### src/rtl/irq_ident_pkg.sv
package irq_ident_pkg;

   localparam int NUM_SRC = 7;
   localparam int CODE_W  = 6;
   localparam int STAT_W  = 8;

   localparam logic [CODE_W-1:0] CODE_IDLE = 6'b000001;

   typedef enum int {
      SRC_LINE  = 0,
      SRC_TMO   = 1,
      SRC_RDY   = 2,
      SRC_TX    = 3,
      SRC_MODEM = 4,
      SRC_XOFF  = 5,
      SRC_FLOW  = 6
   } src_idx_e;

   function automatic logic [CODE_W-1:0] src_code(input int idx);
      logic [CODE_W-1:0] c;
      case (idx)
         SRC_LINE:  c = 6'b000110;
         SRC_TMO:   c = 6'b001100;
         SRC_RDY:   c = 6'b000100;
         SRC_TX:    c = 6'b000010;
         SRC_MODEM: c = 6'b000000;
         SRC_XOFF:  c = 6'b010000;
         SRC_FLOW:  c = 6'b100000;
         default:   c = CODE_IDLE;
      endcase
      return c;
   endfunction

endpackage

### src/rtl/irq_sticky_flag.sv
module irq_sticky_flag #(
   parameter int SET_WINS = 1
) (
   input  logic clk,
   input  logic rst_n,
   input  logic set_i,
   input  logic clr_i,
   output logic flag_o
);

   logic flag_q;
   logic flag_d;

   generate
      if (SET_WINS != 0 && SET_WINS != 1) begin : g_bad_cfg
         $error("irq_sticky_flag: SET_WINS must be 0 or 1");
      end
      if (SET_WINS == 1) begin : g_set_first
         always_comb begin
            if (set_i)      flag_d = 1'b1;
            else if (clr_i) flag_d = 1'b0;
            else            flag_d = flag_q;
         end
      end else begin : g_clr_first
         always_comb begin
            if (clr_i)      flag_d = 1'b0;
            else if (set_i) flag_d = 1'b1;
            else            flag_d = flag_q;
         end
      end
   endgenerate

   always_ff @(posedge clk or negedge rst_n) begin
      if (!rst_n) flag_q <= 1'b0;
      else        flag_q <= flag_d;
   end

   assign flag_o = flag_q;

endmodule

### src/rtl/irq_prio_encoder.sv
module irq_prio_encoder
   import irq_ident_pkg::*;
#(
   parameter int N_REQ = NUM_SRC
) (
   input  logic [N_REQ-1:0]  req_i,
   output logic [CODE_W-1:0] code_o,
   output logic              any_o
);

   logic [N_REQ:0]   above;
   logic [N_REQ-1:0] won;

   generate
      if (N_REQ < 1 || N_REQ > NUM_SRC) begin : g_bad_cfg
         $error("irq_prio_encoder: N_REQ out of range");
      end
   endgenerate

   assign above[0] = 1'b0;

   generate
      for (genvar i = 0; i < N_REQ; i++) begin : g_stage
         assign won[i]     = req_i[i] & ~above[i];
         assign above[i+1] = above[i] | req_i[i];
      end
   endgenerate

   always_comb begin
      code_o = '0;
      for (int i = 0; i < N_REQ; i++) begin
         code_o = code_o | ({CODE_W{won[i]}} & src_code(i));
      end
      if (!above[N_REQ]) code_o = CODE_IDLE;
   end

   assign any_o = above[N_REQ];

endmodule

### src/rtl/irq_read_hold.sv
module irq_read_hold
   import irq_ident_pkg::*;
#(
   parameter int HOLD_ON_READ = 1
) (
   input  logic              clk,
   input  logic              rst_n,
   input  logic              rd_i,
   input  logic [STAT_W-1:0] live_i,
   output logic [STAT_W-1:0] stat_o
);

   generate
      if (HOLD_ON_READ != 0 && HOLD_ON_READ != 1) begin : g_bad_cfg
         $error("irq_read_hold: HOLD_ON_READ must be 0 or 1");
      end
      if (HOLD_ON_READ == 1) begin : g_hold
         logic              rd_q;
         logic [STAT_W-1:0] snap_q;

         always_ff @(posedge clk or negedge rst_n) begin
            if (!rst_n) begin
               rd_q   <= 1'b0;
               snap_q <= {{(STAT_W-CODE_W){1'b0}}, CODE_IDLE};
            end else begin
               rd_q <= rd_i;
               if (rd_i && !rd_q) snap_q <= live_i;
            end
         end

         assign stat_o = (rd_i && rd_q) ? snap_q : live_i;
      end else begin : g_pass
         logic unused_ok;
         assign unused_ok = &{1'b0, clk, rst_n, rd_i};
         assign stat_o    = live_i;
      end
   endgenerate

endmodule

### src/rtl/uart_irq_ident.sv
module uart_irq_ident
   import irq_ident_pkg::*;
#(
   parameter int HOLD_ON_READ = 1,
   parameter int ENH_IMPL     = 1,
   parameter int SET_WINS     = 1
) (
   input  logic               clk,
   input  logic               rst_n,
   input  logic               line_err_i,
   input  logic               rx_tmo_i,
   input  logic               rx_rdy_i,
   input  logic               tx_rdy_i,
   input  logic               modem_chg_i,
   input  logic               xoff_hit_i,
   input  logic               flow_chg_i,
   input  logic [NUM_SRC-1:0] src_en_i,
   input  logic               enh_en_i,
   input  logic               fifo_on_i,
   input  logic               xon_rx_i,
   input  logic               stat_rd_i,
   output logic [STAT_W-1:0]  status_o
);

   localparam int FIFO_BITS = STAT_W - CODE_W;

   logic               flow_off_q;
   logic [NUM_SRC-1:0] raw_req;
   logic [NUM_SRC-1:0] enh_gate;
   logic [NUM_SRC-1:0] req;
   logic [CODE_W-1:0]  code;
   logic               any_pend;
   logic [STAT_W-1:0]  live;

   generate
      if (ENH_IMPL != 0 && ENH_IMPL != 1) begin : g_bad_cfg
         $error("uart_irq_ident: ENH_IMPL must be 0 or 1");
      end
      if (FIFO_BITS < 1) begin : g_bad_width
         $error("uart_irq_ident: status width too small");
      end
   endgenerate

   irq_sticky_flag #(
      .SET_WINS(SET_WINS)
   ) u_flow_off (
      .clk    (clk),
      .rst_n  (rst_n),
      .set_i  (xoff_hit_i),
      .clr_i  (xon_rx_i),
      .flag_o (flow_off_q)
   );

   always_comb begin
      raw_req            = '0;
      raw_req[SRC_LINE]  = line_err_i;
      raw_req[SRC_TMO]   = rx_tmo_i;
      raw_req[SRC_RDY]   = rx_rdy_i;
      raw_req[SRC_TX]    = tx_rdy_i;
      raw_req[SRC_MODEM] = modem_chg_i;
      raw_req[SRC_XOFF]  = flow_off_q;
      raw_req[SRC_FLOW]  = flow_chg_i;
   end

   generate
      for (genvar i = 0; i < NUM_SRC; i++) begin : g_gate
         if (i == SRC_XOFF || i == SRC_FLOW) begin : g_enh
            if (ENH_IMPL == 1) begin : g_on
               assign enh_gate[i] = enh_en_i;
            end else begin : g_off
               assign enh_gate[i] = 1'b0;
            end
         end else begin : g_base
            assign enh_gate[i] = 1'b1;
         end
      end
   endgenerate

   assign req = raw_req & src_en_i & enh_gate;

   irq_prio_encoder #(
      .N_REQ(NUM_SRC)
   ) u_enc (
      .req_i  (req),
      .code_o (code),
      .any_o  (any_pend)
   );

   assign live = {{FIFO_BITS{fifo_on_i}}, code[CODE_W-1:1], code[0] & ~any_pend | ~any_pend};

   irq_read_hold #(
      .HOLD_ON_READ(HOLD_ON_READ)
   ) u_hold (
      .clk    (clk),
      .rst_n  (rst_n),
      .rd_i   (stat_rd_i),
      .live_i (live),
      .stat_o (status_o)
   );

endmodule

### config.mk
export PLATFORM = sky130hd
export DESIGN_NAME = uart_irq_ident
export DESIGN_NICKNAME = d
export VERILOG_FILES = /design/src/rtl/irq_ident_pkg.sv /design/src/rtl/irq_sticky_flag.sv /design/src/rtl/irq_prio_encoder.sv /design/src/rtl/irq_read_hold.sv /design/src/rtl/uart_irq_ident.sv
export SDC_FILE = /design/constraint.sdc
export NUM_CORES = 1
export LEC_CHECK = 0
export ABC_AREA = 1
export ABC_CLOCK_PERIOD_IN_PS = 1400
export BUFFER_PORTS_ARGS = -buffer_cell sky130_fd_sc_hd__buf_2
export CAP_MARGIN = 20
export CORE_MARGIN = 2
export CORE_UTILIZATION = 40
export CTS_CLUSTER_SIZE = 14
export DETAILED_ROUTE_END_ITERATION = 16
export GPL_ROUTABILITY_DRIVEN = 0
export MAX_ROUTING_LAYER = met4
export PLACE_DENSITY = 0.81
export SLEW_MARGIN = 20
export SYNTH_ARGS = -nofsm -noshare
export SYNTH_HDL_FRONTEND = slang
export SYNTH_SLANG_ARGS = --single-unit
### constraint.sdc
create_clock -name clk -period 1.4 [get_ports clk]
set_input_delay 0.28 -clock clk [delete_from_list [all_inputs] [get_ports clk]]
set_output_delay 0.28 -clock clk [all_outputs]
set_load 0.03 [all_outputs]
==> impl_metrics.ini <==
[status]
status = finished, violations left
failed_checks = setup timing

[sta]
period_share_pct = 107
rsz0062_at_grt = true
hold_violations = 0
tightest_slew_ns = 0.206
skew_ns = 0.00506
setup_viol = 8
relSlewSlack_pct = 86.2
fin_ws_ns = -0.105
timing.fmax_mhz = 665
slew_violations = 0
min_period_ns = 1.50

[layout]
syn_to_final_growth_pct = 55.4
fillers = 103
mostFrequentLayoutCells = 23 x nand2_1, 19 x buf_2, 8 x buf_6, 7 x dfrtp_1, 5 x inv_1
final_common_cell = nand2_1
fin_cells = 116
finish.instance_area_um2 = 832
drive_gt1_share_pct = 49.5
final_nets = 122
antenna_cells = 0

[routing]
wirelength_um = 1250
drc = 0
first_pass_iters = 4
via_per_inst = 4.99
num_vias = 579
drtIter0Drc = 19
routedWlPerCell_um = 10.7
detail-route-antenna-nets = 0

[floorplan]
die_x_um = 40.6
die_area_um2 = 1650
initial_core_util_pct = 42.2
num_io_pins = 28
core_um2 = 1270
fp.dieH_um = 40.6
rows = 13

[critical_path]
reg2reg_to = u_hold.g_hold.snap_q[6]
startpoint = u_hold.g_hold.rd_q
worstSetupEndpointType = output pin
arrival_ns = 1.22
r2r_setup_slack_ns = 0.44
required_ns = 1.12
timing.rr.start = u_hold.g_hold.rd_q
cp-endpoint = status_o[7]
worstSetupStartpointType = flop
r2r_cells = 4
critPathKind = flop to output pin
critPathMaxFanout = 8

[grt]
grt_usage_pct = 19.4
grt_max_degree = 10
grt_overflow_total = 0
grt_pass1_wl_um = 1990
grt_pass1_vias = 516
antenna_found_initial = 0

[placed_design]
portBuffers = 27
hpwlAfterDp_um = 919
place_area_um2 = 698
dp_cells = 110

[logic_synthesis]
synth_area_um2 = 536
yosysTopAreaCellShare_pct = 37.4
syn_nets = 88
syn_inst = 68
synth-warning-count = 0
yosys.area.top_type = dfrtp_1
ys_types = 18
ys_top_cells_by_area = dfrtp_1 37%, nand2_1 18%, dfstp_2 4.9%, nand3_1 4.7%, nand4_1 4.7%
ys_seq_elements = 9
postSynthAreaPerCell_um2 = 7.88
ys_seq_area_share_pct = 42.3

[run]
maxCapViolCount = 0

[cts]
clkTransAtPathRegs_ns = 0.06
cts_root_buf = clkbuf_4
numClockSinks = 9
cts_tree = built
cts.path.max_buffers = 2
cts_made_buffers = 3
htree_levels = 1
clk_latency_ns = 0.26

[power_and_ir_drop]
peakVddDrop_mv = 0.568
power.static_leakage_nw = 0.441
powerDensity_nw_per_um2 = 867

[min_path]
holdCritPathClass = input port to flop
logic make-up after synthesis:
kind of cell | synth area share, %
buffers and inverters | 9.11
DFF | 42.3
and+or+nand+nor | 37.4
AOI/OAI and AO/OA | 11.2
metal layers:
metal	vias up	share of wire [%]	track usage [%]
li1	292	-	-
met1	258	42	20.5
met2	24	49	33.7
met3	5	7.1	3.89
met4	0	2.3	10.0
met5	-	0	-
final cells by class:
| class | count | area [um2] | area share, % |
|---|---|---|---|
| Tap cell | 15 | 18.8 | 2.26 |
| Inverter | 9 | 43.8 | 5.26 |
| Sequential cell | 9 | 228 | 27.4 |
| Timing Repair Buffer | 30 | 210 | 25.3 |
| Multi-Input combinational cell | 49 | 305 | 36.7 |
| Clock buffer | 4 | 26.3 | 3.16 |
cell usage after synthesis, drive strengths merged:
cell    number
nand2       27
o21ai        9
dfrtp        8
inv          8
nand3        6
nand4        4
nor2         2
buf          1
clkinv       1
dfstp        1
o21bai       1
state kept, by name, indices dropped and copies added, names as in the netlist:
name	count
u_hold.g_hold.snap_q	7
u_hold.g_hold.rd_q	1
u_flow_off.flag_o	1
what timing repair did:
item | in CTS | in global routing
hold buffers | 1 | 0
pin swaps | 3 | 3
setup buffers | 1 | 0
resized for setup | 16 | 10
endpoints found under the setup margin | 8 | 8
hold endpoints to repair | 8 | 0
worst max-delay path: stages, from the launching register on:
cell	delay, ns
dfrtp_2	0.47
nand2_8	0.14
inv_8	0.05
o21ai_4	0.15
buf_6	0.16
worst min-delay path by stage:
stage	start	to	slack, ns	cells past startpoint
after floorplan	rst_n	u_flow_off.flag_o	-0.02	0
after global placement	rst_n	u_hold.g_hold.snap_q[3]	0.14	1
after detailed placement	rst_n	u_hold.g_hold.snap_q[3]	0.14	1
after CTS	stat_rd_i	u_hold.g_hold.rd_q	0.19	1
after global routing	xon_rx_i	u_flow_off.flag_o	0.19	2
final	xon_rx_i	u_flow_off.flag_o	0.20	2
report_power, final:
group          switching, mW  total, mW  internal [mW]
Sequential            0.0153      0.301          0.286
Combinational          0.127      0.221         0.0939
Clock                 0.0893      0.199          0.110
per-stage QoR:
step / hold slack, ns / util (%) / TNS [ns] / setup slack, ns / power, mW
3_5_place_dp: 0.142 / 55.0 / -0.00762 / -0.00762 / 0.484
2_1_floorplan: -0.0156 / - / 0 / 0.0167 / 0.422
6_report: 0.196 / 65.6 / -0.583 / -0.105 / 0.721
3_3_place_gp: 0.141 / 55.0 / 0 / 0.000683 / 0.478
4_1_cts: 0.193 / 62.4 / -0.756 / -0.134 / 0.714
5_1_grt: 0.186 / 65.6 / -1.17 / -0.170 / 0.775
No activity file was read; power rests on OpenSTA's default activity.
